File: config.mk
export PLATFORM = sky130hd
export DESIGN_NAME = dma_engine
export DESIGN_NICKNAME = d
export VERILOG_FILES = /design/src/rtl/dma_pkg.sv /design/src/rtl/dma_dpath.sv /design/src/rtl/dma_ctrl.sv /design/src/rtl/dma_engine.sv
export SDC_FILE = /design/constraint.sdc
export NUM_CORES = 1
export LEC_CHECK = 0
export CORE_AREA = 3 3 86 72
export DETAILED_ROUTE_END_ITERATION = 6
export DIE_AREA = 0 0 89 75
export DONT_BUFFER_PORTS = 1
export GPL_ROUTABILITY_DRIVEN = 0
export MAX_ROUTING_LAYER = met4
export REMOVE_ABC_BUFFERS = 1
export SLEW_MARGIN = 0
export SYNTH_ARGS = -nofsm -noshare
export SYNTH_HDL_FRONTEND = slang
export SYNTH_SLANG_ARGS = --single-unit
File: constraint.sdc
create_clock -name clk -period 2.85 [get_ports clk]
set_input_delay 0.1425 -clock clk [delete_from_list [all_inputs] [get_ports clk]]
set_output_delay 0.1425 -clock clk [all_outputs]
set_load 0.03 [all_outputs]
File: src/rtl/dma_pkg.sv
package dma_pkg;
  localparam int RAW = 2;

  typedef enum logic [1:0] {
    ST_IDLE = 2'd0,
    ST_REQ  = 2'd1,
    ST_XFER = 2'd2,
    ST_REL  = 2'd3
  } dmaState_t;

  typedef struct packed {
    logic wrAddr;
    logic wrCount;
    logic wrCtrl;
    logic step;
    logic setDone;
    logic busy;
  } dmaStrobes_t;
endpackage

File: src/rtl/dma_dpath.sv
module dma_dpath
  import dma_pkg::*;
#(
  parameter int AW = 8,
  parameter int DW = 16,
  parameter int CW = 8
) (
  input  logic              clk,
  input  logic              rst_n,
  input  dmaStrobes_t       stb,
  input  logic              rdEn,
  input  logic [RAW-1:0]    regAddr,
  input  logic [DW-1:0]     regWdata,
  output logic [DW-1:0]     regRdata,
  output logic [AW-1:0]     addrOut,
  output logic              dirRead,
  output logic              modeSteal,
  output logic              countZero,
  output logic              countOne,
  output logic              done
);
  localparam logic [CW-1:0] ONE_C = CW'(1);
  localparam logic [AW-1:0] ONE_A = AW'(1);

  logic [AW-1:0] addrReg;
  logic [CW-1:0] countReg;

  always_ff @(posedge clk) begin
    if (!rst_n) begin
      addrReg   <= '0;
      countReg  <= '0;
      dirRead   <= 1'b0;
      modeSteal <= 1'b0;
      done      <= 1'b0;
    end else begin
      if (stb.wrAddr) addrReg <= regWdata[AW-1:0];
      else if (stb.step) addrReg <= addrReg + ONE_A;
      if (stb.wrCount) countReg <= regWdata[CW-1:0];
      else if (stb.step) countReg <= countReg - ONE_C;
      if (stb.wrCtrl) begin
        dirRead   <= regWdata[1];
        modeSteal <= regWdata[2];
      end
      if (stb.setDone) done <= 1'b1;
      else if (stb.wrCtrl) done <= 1'b0;
    end
  end

  assign addrOut   = addrReg;
  assign countZero = (countReg == '0);
  assign countOne  = (countReg == ONE_C);

  always_comb begin
    regRdata = '0;
    if (rdEn) begin
      case (regAddr)
        2'd0: regRdata[AW-1:0] = addrReg;
        2'd1: regRdata[CW-1:0] = countReg;
        2'd2: regRdata[2:1]    = {modeSteal, dirRead};
        default: regRdata[CW+1:0] = {countReg, stb.busy, done};
      endcase
    end
  end

  assert_step_advance_R5: assert property (@(posedge clk) disable iff (!rst_n)
    stb.step |=> (addrReg == $past(addrReg) + ONE_A) && (countReg == $past(countReg) - ONE_C));
  assert_busy_freezes_R9: assert property (@(posedge clk) disable iff (!rst_n)
    (stb.busy && !stb.step) |=> ($stable(addrReg) && $stable(countReg) && $stable(modeSteal) && $stable(dirRead)));
  assert_done_on_empty_R8: assert property (@(posedge clk) disable iff (!rst_n)
    $rose(done) |-> countZero);
endmodule

File: src/rtl/dma_ctrl.sv
module dma_ctrl
  import dma_pkg::*;
(
  input  logic           clk,
  input  logic           rst_n,
  input  logic           regSel,
  input  logic           regWr,
  input  logic [RAW-1:0] regAddr,
  input  logic           startBit,
  input  logic           busGrant,
  input  logic           perReq,
  input  logic           dirRead,
  input  logic           modeSteal,
  input  logic           countZero,
  input  logic           countOne,
  output dmaStrobes_t    stb,
  output logic           busReq,
  output logic           memRd,
  output logic           memWr,
  output logic           perAck
);
  dmaState_t state, nextState;
  logic      wrOk, startGo, word;

  assign wrOk    = regSel && regWr && !busGrant && (state == ST_IDLE);
  assign startGo = wrOk && (regAddr == 2'd2) && startBit;
  assign word    = (state == ST_XFER) && busGrant && perReq && !countZero;

  always_comb begin
    stb         = '0;
    stb.wrAddr  = wrOk && (regAddr == 2'd0);
    stb.wrCount = wrOk && (regAddr == 2'd1);
    stb.wrCtrl  = wrOk && (regAddr == 2'd2);
    stb.step    = word;
    stb.setDone = (startGo && countZero) || (word && countOne);
    stb.busy    = (state != ST_IDLE);
  end

  always_comb begin
    nextState = state;
    case (state)
      ST_IDLE: if (startGo && !countZero) nextState = ST_REQ;
      ST_REQ:  if (busGrant) nextState = ST_XFER;
      ST_XFER: if (word && (countOne || modeSteal)) nextState = ST_REL;
      default: if (!busGrant) nextState = countZero ? ST_IDLE : ST_REQ;
    endcase
  end

  always_ff @(posedge clk) begin
    if (!rst_n) state <= ST_IDLE;
    else        state <= nextState;
  end

  assign busReq = (state == ST_REQ) || (state == ST_XFER);
  assign memRd  = word && dirRead;
  assign memWr  = word && !dirRead;
  assign perAck = word;

  assert_steal_release_R7: assert property (@(posedge clk) disable iff (!rst_n)
    (perAck && modeSteal) |=> !busReq);
  assert_burst_hold_R6: assert property (@(posedge clk) disable iff (!rst_n)
    (perAck && !modeSteal && !countOne) |=> busReq);
  assert_empty_start_R10: assert property (@(posedge clk) disable iff (!rst_n)
    (startGo && countZero) |=> !busReq);
endmodule

File: src/rtl/dma_engine.sv
module dma_engine
  import dma_pkg::*;
#(
  parameter int AW = 8,
  parameter int DW = 16,
  parameter int CW = 8
) (
  input  logic           clk,
  input  logic           rst_n,
  input  logic           regSel,
  input  logic [RAW-1:0] regAddr,
  input  logic           regRd,
  input  logic           regWr,
  input  logic [DW-1:0]  regWdata,
  output logic [DW-1:0]  regRdata,
  output logic           busReq,
  input  logic           busGrant,
  output logic [AW-1:0]  memAddr,
  output logic [DW-1:0]  memWdata,
  input  logic [DW-1:0]  memRdata,
  output logic           memRd,
  output logic           memWr,
  input  logic           perReq,
  output logic           perAck,
  input  logic [DW-1:0]  perWdata,
  output logic [DW-1:0]  perRdata,
  output logic           irq
);
  dmaStrobes_t stb;
  logic dirRead, modeSteal, countZero, countOne, done;

  dma_ctrl u_ctrl (
    .clk(clk), .rst_n(rst_n), .regSel(regSel), .regWr(regWr), .regAddr(regAddr),
    .startBit(regWdata[0]), .busGrant(busGrant), .perReq(perReq),
    .dirRead(dirRead), .modeSteal(modeSteal), .countZero(countZero), .countOne(countOne),
    .stb(stb), .busReq(busReq), .memRd(memRd), .memWr(memWr), .perAck(perAck)
  );

  dma_dpath #(.AW(AW), .DW(DW), .CW(CW)) u_dpath (
    .clk(clk), .rst_n(rst_n), .stb(stb), .rdEn(regSel && regRd && !busGrant),
    .regAddr(regAddr), .regWdata(regWdata), .regRdata(regRdata), .addrOut(memAddr),
    .dirRead(dirRead), .modeSteal(modeSteal), .countZero(countZero), .countOne(countOne),
    .done(done)
  );

  assign memWdata = perWdata;
  assign perRdata = memRdata;
  assign irq      = done;

  assert_strobe_needs_grant_R3: assert property (@(posedge clk) disable iff (!rst_n)
    (memRd || memWr) |-> (busGrant && busReq));
  assert_one_strobe_R4: assert property (@(posedge clk) disable iff (!rst_n)
    (memRd || memWr) |-> (perAck && !(memRd && memWr)));
endmodule

---- After elaboration in Yosys (flattened, before gate mapping) ----
Index checks and enable logic that the tools add are counted.
word-level totals
  memory bits (read-only) ................. 0
  memory bits (writable) .................. 0
  latch bits .............................. 0
  register bits ........................... 21
  memories kept ........................... 0
cells by class
  order comparisons ....................... 0
  bitwise operators ....................... 0
  reduce and logical (&&, ||, !) cells .... 33
  shift-type cells ........................ 0
  multiplexer cells ....................... 17
  add/subtract/negate cells ............... 2
  multipliers ............................. 0
  div/mod/pow operators ................... 0
  equal/unequal tests ..................... 9
operators with widths
  kind                                                                     count
  8-bit 2-to-1 mux                                                         4
  1-bit logical AND                                                        18
  5-bit case mux with 3 select lines                                       1
  2-bit case mux with 3 select lines                                       2
  10-bit 2-to-1 mux                                                        1
  2-bit 2-to-1 mux                                                         5
  8-bit by 1-bit adder with 8-bit output, second input constant            1
  8-bit by 1-bit equality test with 1-bit output, second input constant    1
  8-bit logical NOT                                                        1
  2-bit nonzero test                                                       4
  8-bit by 1-bit subtractor with 8-bit output, second input constant       1
  2-bit by 1-bit equality test with 1-bit output, second input constant    2
  2-bit equality test, second input constant                               2
  2-bit logical NOT                                                        2
  2-bit inequality test, second input constant                             2
  4-bit by 1-bit inequality test with 1-bit output, second input constant  1
  4-bit AND reduction                                                      1
  1-bit logical NOT                                                        3
  1-bit logical OR                                                         3
  1-bit 2-to-1 mux                                                         3
  1-bit case mux with 3 select lines                                       1
  3-bit OR reduction                                                       1
  2-bit by 1-bit inequality test with 1-bit output, second input constant  1

---- Logic depth before layout (Yosys ltp) ----
Gate-level depths: netlist of run 1.
  depth after elaboration ................. 8
  mapped depth ............................ 9
  depth with buffers taken out ............ 8

---- Hierarchy ----
A second synthesis of run 1 with hierarchy kept.
second synthesis, totals
  cells, all modules ...................... 222
  area total of the unflattened synthesis .. 1,846.8 um2
by module, submodules not included
  module      area an instance (um2)  instances  cells an instance  sequential area each (um2)
  dma_dpath   1,325.0                 1          153                380.4
  dma_ctrl    272.8                   1          36                 40.0
  dma_engine  249.0                   1          33                 0.0

---- Least setup slack after synthesis of run 1 ----
No wires, ideal clock.
  kind .................................... flip-flop to output port
  from .................................... register u_ctrl.state[0]
  to ...................................... output regRdata[1]
  stages on the path, launching flop included .. 6
  path buffers ............................ 0
  slack ................................... 1.112 ns
  arrival time ............................ 1.595 ns
  cell sequence ........................... dfxtp_1 inv_1 ha_1 nand2_1 o21ai_0 a211oi_1
between the ends
  word-level cells in the longest chain between the ends .. 3
ends and longest elaborated chain
  item                                line              text
  start: declaration                  dma_ctrl.sv:22    dmaState_t state, nextState;
  start signal: assignment            dma_ctrl.sv:51    else state <= nextState;
  2-bit nonzero test                  dma_ctrl.sv:36    stb.busy = (state != ST_IDLE);
  2-bit case mux with 3 select lines  dma_dpath.sv:56   case (regAddr)
  10-bit 2-to-1 mux                   dma_dpath.sv:55   if (rdEn) begin
  end: declaration                    dma_engine.sv:15  output logic [DW-1:0] regRdata,
No other way between the ends.

---- Worst setup path in the final report of run 1 ----
  from .................................... register u_dpath.countReg[0]
  to ...................................... output memRd
between the ends
  word-level cells in the longest chain between the ends .. 4
ends and longest elaborated chain
  item                      line              text
  start: declaration        dma_dpath.sv:26   logic [CW-1:0] countReg;
  start signal: assignment  dma_dpath.sv:38   if (stb.wrCount) countReg <= regWdata[CW-1:0];
  start signal: assignment  dma_dpath.sv:39   else if (stb.step) countReg <= countReg - ONE_C;
  8-bit logical NOT         dma_dpath.sv:50   assign countZero = (countReg == '0);
  1-bit logical NOT         dma_ctrl.sv:27    assign word = (state == ST_XFER) && busGrant && perReq && !countZero;
  1-bit logical AND         dma_ctrl.sv:27
  net perAck                dma_engine.sv:24  output logic perAck,
  1-bit logical AND         dma_ctrl.sv:55    assign memRd = word && dirRead;
  end: declaration          dma_engine.sv:21  output logic memRd,
The timed path passes the listed nets, and every way through them passes these cells.

==> reports/metrics.yaml, run 1 <==
status: "completed"
cts_buffers: 3
tightestPinTransition_ps: 650
yosysSeqAreaShare_pct: 22.5
worstSetupStartpointType: "flip-flop"
via_per_inst: 5.70
seq_power_share_pct: 48.3
cts_tree: "yes"
r2r-start: "u_ctrl.state[0]"
grtUsageMet3_pct: 13.0
arrival_ps: 2040
finalMaxSlewViolations: 0
critPathCapture: "memRd"
powerDensity_mw_per_mm2: 389
wl_per_cell_microns: 21.9
track_usage_pct: 18.4
p_int_mw: 0.456
fin_nets: 268
placementRows: 24
min_path_type: "input pin to flip-flop"
switching_share_pct: 31.6
hold_viol: 0
ff2ff_setup_slack_ps: 710
vdd_drop_max_v: 0.000146
relSlewSlack_pct: 56.5
cp-end-kind: "output pin"
leakage_nw: 0.640
synth.distinct_cells: 48
finalClockSkew_ps: 3.48
critPathKind: "flip-flop to output pin"
fin_crit_sh_pct: 76.7
synthCells: 237
grtUsageMet2_pct: 21.1
initial_core_util_pct: 34.8
ys_top_cells_by_count: "buf_4 (38), nor2_1 (25), dfxtp_1 (21), nand2_1 (16)"
antenna_found_initial: 0
cts_root_buf: "clkbuf_8"
vias: 1523
first_pass_iters: 4
yosys-top-cells-area: "dfxtp_1 (22%), buf_4 (15%), mux2i_1 (7.0%), ha_1 (5.3%), nor2_1 (5.0%)"
ys_ff_latch: 21
synth_most_common_cell: "buf_4"
finalSetupViolCount: 0
synth.avg_cell_area_sq_um: 7.90
clkPwrFrac_pct: 31.6
coreArea_sq_mm: 0.00538
async_flop_share_pct: 0
drv_cap: 0
grt_start_max_net_pins: 21
clock_path_buffers: 2
clk_pin_slew_ps: 80
dp_worst_setup_slack_ps: 731
min_period_ps: 2190
route.detailed.drc: 0
synthesis.area_sq_mm: 0.00187
required_ps: 2710
grt_pass1_vias: 1428
io_pins: 118
rsz0062_at_grt: "false"
critPathLaunch: "u_dpath.countReg[0]"
timing.hold.ws_ps: 9.55
num-fill-cells: 563
comb_power_share_pct: 20.2
grt_first_pass_wirelength_microns: 8630
p_total_mw: 0.667
dieArea_sq_mm: 0.00668
gr-total-overflow: 0
synth-edff-count: 0
antenna_cells: 0
fin_ws_ps: 664
synth_top_area_share_pct: 22.5
fin_setup_tns_ps: 0
dieHeight_microns: 75
die_w_microns: 89
ys_warn_count: 0
drive_above_1_share_pct: 7.92
r2r_end: "u_dpath.countReg[3]"
cts.repair.resized: 0
synth_top_cell_by_area: "dfxtp_1"
clock.fmax_ghz: 0.458
dp_hpwl_microns: 4500
totalWireLength_microns: 5860
r2r_cells: 7
first_iter_violations: 131
cp_max_fo: 15
ant_nets: 0
power.net_switching_mw: 0.211
h-tree-depth: 1
use_met1_pct: 26.5
syn_to_final_growth_pct: -8.49
clock_sinks: 21
port_buffers: 0
grt-busiest-layer: "met1"
clock_latency_ps: 270
synth_ff_type: "dfxtp_1"
fin_util_pct: 31.9
## power groups by stage
stage	combinational, mW	clock [mW]	sequential, mW
finish	0.135	0.211	0.322
global route	0.150	0.227	0.324
CTS	0.134	0.217	0.322
detailed placement	0.130	0	0.329
global placement	0.129	0	0.328
floorplan	0.113	0	0.324
## critical path, stage by stage, from the launching register on
cell     delay (ps)
dfxtp_1         450
inv_1           150
ha_1            260
a31o_4          310
inv_4           230
and2_1          360
## cell families after synthesis
logic type,share of synthesized area (%)
AO/OA/AOI/OAI,18.9
XOR/XNOR,1.40
adder cells (fa/ha/maj),5.35
buffers and inverters,20.3
flip-flops,22.5
multiplexers,8.15
other,0.200
AND/OR/NAND/NOR,23.3
## through the flow
stage	area, sq um	std cells
3_5_place_dp	1640	261
5_1_grt	1710	267
6_report	1710	267
4_1_cts	1710	267
3_3_place_gp	1640	261
2_1_floorplan	1560	195
## registers in the layout (all words and copies together), names as in the netlist
register	count
u_dpath.addrOut	8
u_dpath.countReg	8
u_ctrl.state	2
u_dpath.dirRead	1
u_dpath.done	1
u_dpath.modeSteal	1
## how the worst min path moves through the flow
| stage | slack, ps | to | cells after the start | from |
|---|---|---|---|---|
| after global placement | 260 | u_dpath.countReg[5] | 1 | rst_n |
| after CTS | 8 | u_dpath.modeSteal | 1 | rst_n |
| after floorplan | 260 | u_dpath.countReg[5] | 1 | rst_n |
| after detailed placement | 270 | u_dpath.countReg[5] | 1 | rst_n |
| final | 10 | u_dpath.addrOut[7] | 2 | rst_n |
| after global routing | 6 | u_dpath.addrOut[5] | 1 | rst_n |
## what timing repair did
item / in CTS / in global routing
hold buffers: 2 / 0
buffers inserted: 0 / 0
endpoints found under the hold margin: 4 / 0
## final cells by class
type | count | area (sq um) | area share (%)
multi-input combinational | 163 | 1090 | 63.7
sequential | 21 | 420 | 24.5
tap | 65 | 81.3 | 4.75
inverter | 11 | 43.8 | 2.56
clock buffer | 3 | 41.3 | 2.41
timing repair buffer | 3 | 27.5 | 1.61
clock inverter | 1 | 7.51 | 0.438
## cells in the final DEF, fill, tap and decap left out, types with 3 or more instances in the layout
cell	count
a21boi_1	7
inv_1	10
nand2_1	16
ha_1	8
and3_1	5
a211oi_1	3
mux2i_1	13
clkbuf_8	3
nand4_1	3
and2_1	4
conb_1	6
dfxtp_1	21
nand3_1	8
a21oi_1	13
o21ai_0	6
o21ai_1	5
nor2_1	25
a32oi_1	3
nor2b_1	5
## routing by layer
| layer | up-vias | routed length [microns] |
|---|---|---|
| met3 | 2 | 968 |
| met4 | 0 | 10 |
| met1 | 715 | 2690 |
| met5 | - | 0 |
| met2 | 90 | 2190 |
| li1 | 716 | - |
No activity file was read; power rests on OpenSTA's default activity.
==> run 2, diff against run 1 <==
clock period = 1.91 ns   (was 2.85 ns; I/O delays follow)
==> run 2 against run 1 <==
Net effect:
- global-route usage grew 1.2 points
- total power grew 54%
- flip-flop and latch count is the same
- worst hold slack lost 3.0 ps
- register-to-register slack lost 600 ps
==> reports/metrics.yaml, run 2 (synthesized netlist as in run 1, its figures left out) <==
hold_viol: 0
ant_nets: 0
p_total_mw: 1.03
ff2ff_setup_slack_ps: 110
required_ps: 1810
clock_latency_ps: 270
drive_above_1_share_pct: 20.2
grt_first_pass_wirelength_microns: 9070
place_area_sq_mm: 0.00182
critPathLaunch: "u_ctrl.state[0]"
dieArea_sq_mm: 0.00668
finalSetupViolCount: 0
arrival_ps: 1720
cp-end-kind: "output pin"
clk_pin_slew_ps: 80
r2r_end: "u_dpath.addrOut[7]"
leakage_nw: 0.774
drv_cap: 0
finalMaxSlewViolations: 0
totalWireLength_microns: 6270
h-tree-depth: 1
io_pins: 118
antenna_found_initial: 0
status: "completed"
syn_to_final_growth_pct: 3.28
worstSetupStartpointType: "flip-flop"
die_w_microns: 89
port_buffers: 0
gr-total-overflow: 0
grt_pass1_vias: 1571
fin_setup_tns_ps: 0
dp_hpwl_microns: 4740
num-fill-cells: 569
r2r_cells: 8
placementRows: 24
cts_buffers: 3
clock_path_buffers: 2
powerDensity_mw_per_mm2: 531
initial_core_util_pct: 34.8
coreArea_sq_mm: 0.00538
tightestPinTransition_ps: 729
cp_max_fo: 5
track_usage_pct: 19.6
first_pass_iters: 4
clock_sinks: 21
fin_area_sq_mm: 0.00193
min_path_type: "input pin to flip-flop"
finalClockSkew_ps: 7.18
via_per_inst: 5.66
fin_nets: 294
antenna_cells: 0
route.detailed.drc: 0
grt_start_max_net_pins: 23
final_cell_mix: "nor2_1 (25), buf_4 (25), dfxtp_1 (19)"
first_iter_violations: 174
min_period_ps: 1810
dieHeight_microns: 75
vdd_drop_max_v: 0.000231
rsz0062_at_grt: "true"
critPathCapture: "memWr"
timing.hold.ws_ps: 6.58
vias: 1658
relSlewSlack_pct: 51.2
fin_crit_sh_pct: 94.9
wl_per_cell_microns: 21.4
r2r-start: "u_ctrl.state[0]"
cts_tree: "yes"
cts_root_buf: "clkbuf_8"
critPathKind: "flip-flop to output pin"
clock.fmax_ghz: 0.552
run 2: cell count changes in the layout (fill, tap and decap cells not counted), sizes merged:
cell         previous run  this run
clkbuf                  3         4
a31o                    1         2
clkinvlp                1         0
dlygate4sd3             2         3
buf                     1        25
run 2: final cells by class:
| class | instances | area (sq um) | share of cell area [%] |
|---|---|---|---|
| Multi-Input combinational cell | 164 | 1120 | 58.1 |
| Sequential cell | 21 | 423 | 21.9 |
| Timing Repair Buffer | 28 | 218 | 11.3 |
| Tap cell | 65 | 81.3 | 4.21 |
| Clock buffer | 4 | 45.0 | 2.33 |
| Inverter | 11 | 43.8 | 2.27 |
run 2: stage by stage:
step / util, % / cells / worst slack (ps)
finish: 36.0 / 293 / 97.6
global route: 36.0 / 293 / -8.41
CTS: 35.2 / 291 / 0.629
detailed placement: 33.8 / 284 / 76.6
global placement: 33.8 / 284 / 114
floorplan: - / 195 / 188
run 2: worst max-delay path, cell delays in order (launching register included):
cell,delay (ps)
dfxtp_2,350
inv_1,80
ha_2,230
nand3_4,110
a31o_4,260
buf_4,160
nor2_1,90
buf_4,160
run 2: repair_timing:
action                     CTS  global route
setup endpoints to repair    1            10
resized for setup            2             6
hold endpoints to repair    21             0
cloned                       0             1
pin swaps                    0             1
hold buffers                 3             0
buffers inserted             0             1
run 2: power by group:
part | internal (mW) | switching (mW) | leakage, nW
logic | 0.0973 | 0.145 | 0.581
registers | 0.454 | 0.0196 | 0.171
clock network | 0.149 | 0.161 | 0.0228
run 2: worst min-delay path by stage:
| stage | endpoint | cells past startpoint | start | slack (ps) |
|---|---|---|---|---|
| 4_1_cts | u_dpath.addrOut[4] | 2 | regWdata[4] | 0.1 |
| 6_report | u_dpath.dirRead | 2 | regWdata[1] | 7 |
| 3_5_place_dp | perRdata[15] | 0 | memRdata[15] | 190 |
| 3_3_place_gp | perRdata[15] | 0 | memRdata[15] | 190 |
| 2_1_floorplan | memWdata[0] | 0 | perWdata[0] | 190 |
| 5_1_grt | u_dpath.addrOut[4] | 2 | regWdata[4] | 10 |
run 2: metal layers:
layer / routed length (microns) / GRT usage [%]
met1: 2850 / 27.1
met2: 2320 / 23.5
met3: 1070 / 13.3
met4: 26 / 2.48
met5: 0 / -
